`src/rtl/tas_gsch_pkg.sv`:
```
package tas_gsch_pkg;
  localparam int NUM_TC  = 8;
  localparam int DUR_W   = 16;
  localparam int SLOT_NS = 200;

  typedef logic [NUM_TC-1:0] gate_t;

  typedef struct packed {
    gate_t            mask;
    logic [DUR_W-1:0] slots;
  } ent_t;

  typedef enum logic [1:0] {ST_IDLE, ST_WAIT, ST_RUN} st_e;
endpackage

```
`src/rtl/tas_gsch_slot_timer.sv`:
```
module tas_gsch_slot_timer #(
  parameter int TIME_W  = 64,
  parameter int SLOT_NS = 200
) (
  input  logic              clk_i,
  input  logic              rst_ni,
  input  logic [TIME_W-1:0] time_i,
  input  logic [TIME_W-1:0] base_i,
  input  logic              wait_i,
  input  logic              run_i,
  output logic              start_o,
  output logic              tick_o
);
  localparam logic [TIME_W-1:0] SLOT = TIME_W'(SLOT_NS);

  logic [TIME_W-1:0] dl_q;

  assign start_o = wait_i && (time_i >= base_i);
  assign tick_o  = run_i && (time_i >= dl_q);

  // deadline tracks the start of the next slot on the base-anchored grid
  always_ff @(posedge clk_i or negedge rst_ni) begin
    if (!rst_ni)      dl_q <= '0;
    else if (start_o) dl_q <= base_i + SLOT;
    else if (tick_o)  dl_q <= dl_q + SLOT;
  end
endmodule

```
`src/rtl/tas_gsch_store.sv`:
```
module tas_gsch_store
  import tas_gsch_pkg::*;
#(
  parameter int N_ENT  = 8,
  parameter int TIME_W = 64,
  localparam int IDX_W = $clog2(N_ENT),
  localparam int LEN_W = IDX_W + 1,
  localparam int CYC_W = DUR_W + IDX_W + 1
) (
  input  logic              clk_i,
  input  logic              rst_ni,
  input  logic              wr_i,
  input  logic [IDX_W-1:0]  wr_idx_i,
  input  ent_t              wr_ent_i,
  input  logic              commit_i,
  input  logic [LEN_W-1:0]  len_i,
  input  logic [CYC_W-1:0]  cyc_i,
  input  logic [TIME_W-1:0] base_i,
  input  logic              running_i,
  input  logic              swap_i,
  output ent_t              act_o [N_ENT],
  output logic [LEN_W-1:0]  act_len_o,
  output logic [CYC_W-1:0]  act_cyc_o,
  output logic [TIME_W-1:0] act_base_o,
  output ent_t              head_o,
  output logic              have_o,
  output logic              ok_o,
  output logic              err_o
);
  ent_t              shd_q [N_ENT];
  ent_t              pnd_q [N_ENT];
  ent_t              act_q [N_ENT];
  logic [LEN_W-1:0]  pnd_len_q, act_len_q;
  logic [CYC_W-1:0]  pnd_cyc_q, act_cyc_q;
  logic [TIME_W-1:0] act_base_q;
  logic              pend_q, have_q, err_q;

  logic [N_ENT-1:0]  in_use, is_zero;
  logic [CYC_W-1:0]  sum;

  for (genvar g = 0; g < N_ENT; g++) begin : g_chk
    assign in_use[g]  = LEN_W'(g) < len_i;
    assign is_zero[g] = in_use[g] && (shd_q[g].slots == '0);
  end

  always_comb begin
    sum = '0;
    for (int i = 0; i < N_ENT; i++)
      if (in_use[i]) sum = sum + CYC_W'(shd_q[i].slots);
  end

  // zero-slot entry = two events in one slot; sum beyond cycle = overrun
  assign ok_o = (len_i != '0) && (len_i <= LEN_W'(N_ENT)) &&
                (is_zero == '0) && (sum <= cyc_i);

  always_ff @(posedge clk_i or negedge rst_ni) begin
    if (!rst_ni) begin
      for (int i = 0; i < N_ENT; i++) begin
        shd_q[i] <= '0;
        pnd_q[i] <= '0;
        act_q[i] <= '0;
      end
      pnd_len_q  <= '0;
      act_len_q  <= '0;
      pnd_cyc_q  <= '0;
      act_cyc_q  <= '0;
      act_base_q <= '0;
      pend_q     <= 1'b0;
      have_q     <= 1'b0;
      err_q      <= 1'b0;
    end else begin
      if (wr_i) shd_q[wr_idx_i] <= wr_ent_i;
      if (swap_i && pend_q) begin
        act_q     <= pnd_q;
        act_len_q <= pnd_len_q;
        act_cyc_q <= pnd_cyc_q;
        pend_q    <= 1'b0;
      end
      if (commit_i) begin
        err_q <= !ok_o;
        if (ok_o) begin
          if (!running_i) begin
            act_q      <= shd_q;
            act_len_q  <= len_i;
            act_cyc_q  <= cyc_i;
            act_base_q <= base_i;
            have_q     <= 1'b1;
            pend_q     <= 1'b0;
          end else begin
            pnd_q     <= shd_q;
            pnd_len_q <= len_i;
            pnd_cyc_q <= cyc_i;
            pend_q    <= 1'b1;
          end
        end
      end
    end
  end

  assign act_o      = act_q;
  assign act_len_o  = act_len_q;
  assign act_cyc_o  = act_cyc_q;
  assign act_base_o = act_base_q;
  assign head_o     = pend_q ? pnd_q[0] : act_q[0];
  assign have_o     = have_q;
  assign err_o      = err_q;
endmodule

```
`src/rtl/tas_gsch_walker.sv`:
```
module tas_gsch_walker
  import tas_gsch_pkg::*;
#(
  parameter int N_ENT  = 8,
  localparam int IDX_W = $clog2(N_ENT),
  localparam int LEN_W = IDX_W + 1,
  localparam int CYC_W = DUR_W + IDX_W + 1
) (
  input  logic             clk_i,
  input  logic             rst_ni,
  input  logic             have_i,
  input  logic             start_i,
  input  logic             tick_i,
  input  ent_t             act_i [N_ENT],
  input  logic [LEN_W-1:0] len_i,
  input  logic [CYC_W-1:0] cyc_i,
  input  ent_t             head_i,
  output logic             wait_o,
  output logic             run_o,
  output logic             swap_o,
  output gate_t            mask_o,
  output logic             evt_o,
  output logic [IDX_W-1:0] idx_o,
  output logic [CYC_W-1:0] pos_o
);
  st_e              st_q;
  logic [IDX_W-1:0] idx_q, nidx;
  logic [DUR_W-1:0] left_q;
  logic [CYC_W-1:0] pos_q;
  gate_t            mask_q;
  logic             evt_q, last, more;

  assign nidx   = idx_q + IDX_W'(1);
  assign last   = (pos_q == cyc_i - CYC_W'(1));
  assign more   = ({1'b0, idx_q} + LEN_W'(1)) < len_i;
  assign swap_o = (st_q == ST_RUN) && tick_i && last;

  always_ff @(posedge clk_i or negedge rst_ni) begin
    if (!rst_ni) begin
      st_q   <= ST_IDLE;
      idx_q  <= '0;
      left_q <= '0;
      pos_q  <= '0;
      mask_q <= '1;
      evt_q  <= 1'b0;
    end else begin
      evt_q <= 1'b0;
      unique case (st_q)
        ST_IDLE: if (have_i) st_q <= ST_WAIT;
        ST_WAIT: if (start_i) begin
          st_q   <= ST_RUN;
          idx_q  <= '0;
          left_q <= act_i[0].slots;
          pos_q  <= '0;
          mask_q <= act_i[0].mask;
          evt_q  <= 1'b1;
        end
        ST_RUN: if (tick_i) begin
          if (last) begin
            // cycle wrap: head comes from the pending list if one waits
            pos_q  <= '0;
            idx_q  <= '0;
            left_q <= head_i.slots;
            mask_q <= head_i.mask;
            evt_q  <= 1'b1;
          end else begin
            pos_q <= pos_q + CYC_W'(1);
            if (left_q == DUR_W'(1) && more) begin
              idx_q  <= nidx;
              left_q <= act_i[nidx].slots;
              mask_q <= act_i[nidx].mask;
              evt_q  <= 1'b1;
            end else if (left_q != '0) begin
              left_q <= left_q - DUR_W'(1);
            end
          end
        end
        default: st_q <= ST_IDLE;
      endcase
    end
  end

  assign wait_o = (st_q == ST_WAIT);
  assign run_o  = (st_q == ST_RUN);
  assign mask_o = mask_q;
  assign evt_o  = evt_q;
  assign idx_o  = idx_q;
  assign pos_o  = pos_q;
endmodule

```
`src/rtl/tas_gate_sched.sv`:
```
module tas_gate_sched
  import tas_gsch_pkg::*;
#(
  parameter int N_ENT  = 8,
  parameter int TIME_W = 64,
  localparam int IDX_W = $clog2(N_ENT),
  localparam int LEN_W = IDX_W + 1,
  localparam int CYC_W = DUR_W + IDX_W + 1
) (
  input  logic              clk_i,
  input  logic              rst_ni,
  input  logic [TIME_W-1:0] time_ns_i,
  input  logic              enable_i,
  input  logic              cfg_wr_i,
  input  logic [IDX_W-1:0]  cfg_idx_i,
  input  logic [NUM_TC-1:0] cfg_mask_i,
  input  logic [DUR_W-1:0]  cfg_slots_i,
  input  logic              cfg_commit_i,
  input  logic [LEN_W-1:0]  cfg_len_i,
  input  logic [CYC_W-1:0]  cfg_cycle_i,
  input  logic [TIME_W-1:0] cfg_base_i,
  output logic [NUM_TC-1:0] gate_o,
  output logic              evt_o,
  output logic [IDX_W-1:0]  evt_idx_o,
  output logic              cfg_err_o
);
  ent_t              act_w [N_ENT];
  ent_t              head_w;
  logic [LEN_W-1:0]  act_len_w;
  logic [CYC_W-1:0]  act_cyc_w, pos_w;
  logic [TIME_W-1:0] act_base_w;
  logic              have_w, cfg_ok, wait_w, run_w, swap_w;
  logic              start_w, tick_w, walk_evt;
  gate_t             mask_w;
  logic [IDX_W-1:0]  idx_w;

  tas_gsch_store #(.N_ENT(N_ENT), .TIME_W(TIME_W)) u_store (
    .clk_i     (clk_i),
    .rst_ni    (rst_ni),
    .wr_i      (cfg_wr_i),
    .wr_idx_i  (cfg_idx_i),
    .wr_ent_i  ('{mask: cfg_mask_i, slots: cfg_slots_i}),
    .commit_i  (cfg_commit_i),
    .len_i     (cfg_len_i),
    .cyc_i     (cfg_cycle_i),
    .base_i    (cfg_base_i),
    .running_i (run_w),
    .swap_i    (swap_w),
    .act_o     (act_w),
    .act_len_o (act_len_w),
    .act_cyc_o (act_cyc_w),
    .act_base_o(act_base_w),
    .head_o    (head_w),
    .have_o    (have_w),
    .ok_o      (cfg_ok),
    .err_o     (cfg_err_o)
  );

  tas_gsch_slot_timer #(.TIME_W(TIME_W), .SLOT_NS(SLOT_NS)) u_timer (
    .clk_i  (clk_i),
    .rst_ni (rst_ni),
    .time_i (time_ns_i),
    .base_i (act_base_w),
    .wait_i (wait_w),
    .run_i  (run_w),
    .start_o(start_w),
    .tick_o (tick_w)
  );

  tas_gsch_walker #(.N_ENT(N_ENT)) u_walker (
    .clk_i  (clk_i),
    .rst_ni (rst_ni),
    .have_i (have_w),
    .start_i(start_w),
    .tick_i (tick_w),
    .act_i  (act_w),
    .len_i  (act_len_w),
    .cyc_i  (act_cyc_w),
    .head_i (head_w),
    .wait_o (wait_w),
    .run_o  (run_w),
    .swap_o (swap_w),
    .mask_o (mask_w),
    .evt_o  (walk_evt),
    .idx_o  (idx_w),
    .pos_o  (pos_w)
  );

  assign gate_o    = (run_w && enable_i) ? mask_w : '1;
  assign evt_o     = walk_evt && enable_i;
  assign evt_idx_o = idx_w;
endmodule

```
`config.mk`:
```
export PLATFORM = sky130hd
export DESIGN_NAME = tas_gate_sched
export DESIGN_NICKNAME = d
export VERILOG_FILES = /design/src/rtl/tas_gsch_pkg.sv /design/src/rtl/tas_gsch_slot_timer.sv /design/src/rtl/tas_gsch_store.sv /design/src/rtl/tas_gsch_walker.sv /design/src/rtl/tas_gate_sched.sv
export SDC_FILE = /design/constraint.sdc
export NUM_CORES = 2
export LEC_CHECK = 0
export ABC_AREA = 1
export CAP_MARGIN = 10
export CORE_MARGIN = 1.5
export CORE_UTILIZATION = 60
export CTS_BUF_LIST = sky130_fd_sc_hd__clkbuf_4 sky130_fd_sc_hd__clkbuf_8
export CTS_CLUSTER_DIAMETER = 120
export DETAILED_ROUTE_END_ITERATION = 16
export PLACE_DENSITY = 0.79
export SLEW_MARGIN = 10
export SYNTH_ARGS = -nofsm -noshare
export SYNTH_HDL_FRONTEND = slang
export SYNTH_SLANG_ARGS = --single-unit
```
`constraint.sdc`:
```
create_clock -name clk_i -period 33.5 [get_ports clk_i]
set_clock_uncertainty 0.2 [all_clocks]
set_input_delay 6.7 -clock clk_i [delete_from_list [all_inputs] [get_ports clk_i]]
set_output_delay 6.7 -clock clk_i [all_outputs]
set_load 0.02 [all_outputs]
```
==> qor.yml <==
die_h_um: 293
cts-root-buf: "clkbuf_8"
top_layer: "met4"
postCtsSetupRepairBufs: 0
cap_viol_max_count: 0
antenna_left: 0
worstSetupPathType: "input pin to register"
cp_slowest_cell: "buf_4"
finalCriticalPeriod_ns: 21.47
area_delta_synth_final_pct: 10.9
yosys_warnings: 0
grt_max_degree: 176
initial_utilization: 0.605
cpMostUsedCell: "nand2_1"
hold_buffers: 0
wirelength_um: 161000
drc: 0
dieArea_um2: 85800
syn-cell-area_um2: 50400
crit_required_ns: 33.99
vdd_ir_drop_max_uv: 77.8
cp-end-kind: "register"
nets: 7358
clock_sinks: 805
critPathTopFamily: "simple AND/OR/NAND/NOR gates"
status: "complete, no violations"
route.met3.wl_um: 10900
layout-drive-gt1-share: 0.0744
path_max_fanout: 175
antenna_found_initial: 6
fill_cells: 7274
critPathLaunchType: "input pin"
hold_viol_final: 0
dr.pass1.iters: 8
vias: 47052
io-pin-count: 197
cts.repair.resized: 0
setup_violations: 0
grt_pass1_wl_um: 251000
syn-num-nets: 7282
period_share: 0.641
synthFlopType: "dfrtp_1"
relSlewSlack: 0.251
rows: 106
min_path_type: "register to register"
grt_use_total: 0.375
insertion_delay_ns: 0.85
grt_overflow: 0
m1WireLength_um: 65900
async_reset_ff_frac: 1.00
routedWlPerCell_um: 20.0
slew_violations: 0
vias_per_cell: 5.83
die_x_um: 293
yosys.cell_types.count: 63
setup_tns_ns: 0
clkSlewWorstSetupHoldPaths_ns: 0.06
hpwl_um: 114000
routabilityCongestion: 1.06
max_stage_delay_ns: 0.85
io_buffers: 196
leakagePower_nw: 27.9
first_iter_violations: 4652
seq_area_frac_synth: 0.400
postSynthAreaPerCell_um2: 7.41
finish.utilization: 0.670
core_area_um2: 83400
synth-edff-count: 0
power_density_nw_per_um2: 111
grt_pass1_vias: 45040
cts_buffer_depth: 3
fmax_ghz: 0.0466
cts_buffers: 142
wl_met2_um: 75200
syn_inst: 6804
arrival_ns: 21.96
rsz0062_at_grt: "no"
worst_pin_slew_ns: 1.12
ys_ff_latch: 805
cts_tree: "done"
htreeDepth: 4
crit_buf_inv: 12
kinds of logic (layout without fill, tap and decap cells):
| logic type | count (synthesis) | count (layout) | synth area share |
|---|---|---|---|
| AO/OA/AOI/OAI | 1307 | 1307 | 0.137 |
| XOR/XNOR | 119 | 119 | 0.0207 |
| adder cells (fa/ha/maj) | 294 | 294 | 0.0740 |
| buffers and inverters | 1122 | 1306 | 0.0877 |
| flip-flops | 805 | 805 | 0.400 |
| multiplexers | 110 | 110 | 0.0245 |
| other | 0 | 3 | 0 |
| AND/OR/NAND/NOR | 3047 | 3047 | 0.257 |
cell usage in the layout, fill, tap and decap left out, types with 11 or more instances in the layout:
cell type	count
ha_1	285
nor2_2	19
clkinv_2	14
xnor2_1	36
o211ai_1	20
o21ai_0	699
a31oi_1	37
nor4_1	27
nand3_1	722
xor2_1	83
o21ai_1	221
nor3_1	43
mux2_2	109
nand4_1	65
clkdlybuf4s50_1	195
or2_2	23
o221ai_1	18
clkbuf_8	173
dfrtp_1	795
a21o_1	11
inv_1	783
clkbuf_4	50
a21oi_1	244
nor2_1	398
and2_1	18
buf_4	55
nand2_1	1686
inv_2	14
cells in the mapped netlist, types with 19 or more instances:
master,n,area (µm²)
a21oi_1,244,1220
a31oi_1,37,231
buf_1,20,75.1
buf_2,67,335
clkbuf_1,217,815
dfrtp_1,797,19900
ha_1,287,3590
inv_1,784,2940
mux2_2,109,1230
nand2_1,1688,6340
nand3_1,723,3620
nand4_1,65,407
nor2_1,399,1500
nor2_2,19,119
nor3_1,44,220
nor4_1,27,169
o211ai_1,20,150
o21ai_0,699,3500
o21ai_1,221,1110
or2_2,23,144
xnor2_1,36,315
xor2_1,83,727
worst reg2reg max path, delay by kind of cell, from the launching register on:
family | cells | cell delay, ns
simple gates | 29 | 4.22
fa+ha+maj | 9 | 3.33
compound gates | 14 | 2.79
buf+inv | 10 | 2.36
mux | 1 | 0.49
flops | 1 | 0.39
xor+xnor | 2 | 0.34
stage by stage:
stage               instances  area [µm²]  setup slack (ns)  power [mW]  hold WS (ns)
floorplan                6804       50400             15.71        4.27         0.223
global placement         7816       52900             11.76        5.10         0.236
detailed placement       7816       52900             11.44        5.18         0.241
CTS                      8068       55900             12.20        6.18         0.256
global route             8071       55900             10.51        6.79         0.285
finish                   8071       55900             12.03        6.22         0.257
routing by layer:
layer / GRT usage / up-vias
li1: - / 22600
met1: 0.477 / 22185
met2: 0.620 / 1874
met3: 0.0548 / 393
met4: 0.202 / 0
met5: 0 / -
layout make-up:
type	count	area (µm²)	share of cell area
Antenna cell	3	7.51	0.000134
Clock inverter	29	278	0.00497
Sequential cell	805	20200	0.361
Inverter	800	3010	0.0539
Multi-Input combinational cell	4877	25900	0.463
Tap cell	1080	1350	0.0242
Timing Repair Buffer	254	2440	0.0436
Clock buffer	223	2760	0.0493
flip-flops by register name, indices dropped and copies added, names as in the netlist:
register            cells
u_walker.st_q           2
u_walker.mask_o         8
u_walker.pos_o         20
u_store.act_base_o     64
u_store.pnd_len_q       4
u_timer.dl_q           64
u_store.shd_q         192
u_walker.evt_o          1
u_walker.left_q        16
u_store.act_o         192
u_store.act_len_o       4
u_store.pnd_cyc_q      20
u_store.act_cyc_o      20
u_store.pend_q          1
u_store.have_o          1
u_walker.idx_o          3
u_store.pnd_q         192
u_store.err_o           1
where the power goes:
| group | switching, mW | internal (mW) | total [mW] |
|---|---|---|---|
| registers | 0.271 | 1.38 | 1.65 |
| logic | 2.30 | 1.29 | 3.59 |
| clock network | 0.432 | 0.548 | 0.979 |
| total | 3.00 | 3.22 | 6.22 |
final timing paths:
| check | cells past startpoint | from | slack (ns) | endpoint |
|---|---|---|---|---|
| min | 2 | u_store.have_o | 0.26 | u_store.have_o |
| max | 69 | cfg_len_i[3] | 12.03 | u_store.pnd_q[187] |
| max reg2reg | 65 | u_store.shd_q[168] | 19.24 | u_store.pnd_q[187] |
| min in group asynchronous | 1 | rst_ni | 5.70 | u_store.act_base_o[22] |
| max in group asynchronous | 5 | rst_ni | 23.36 | u_store.pend_q |
| min reg2reg | 2 | u_store.have_o | 0.26 | u_store.have_o |
Power figures use the tool's default switching activity.
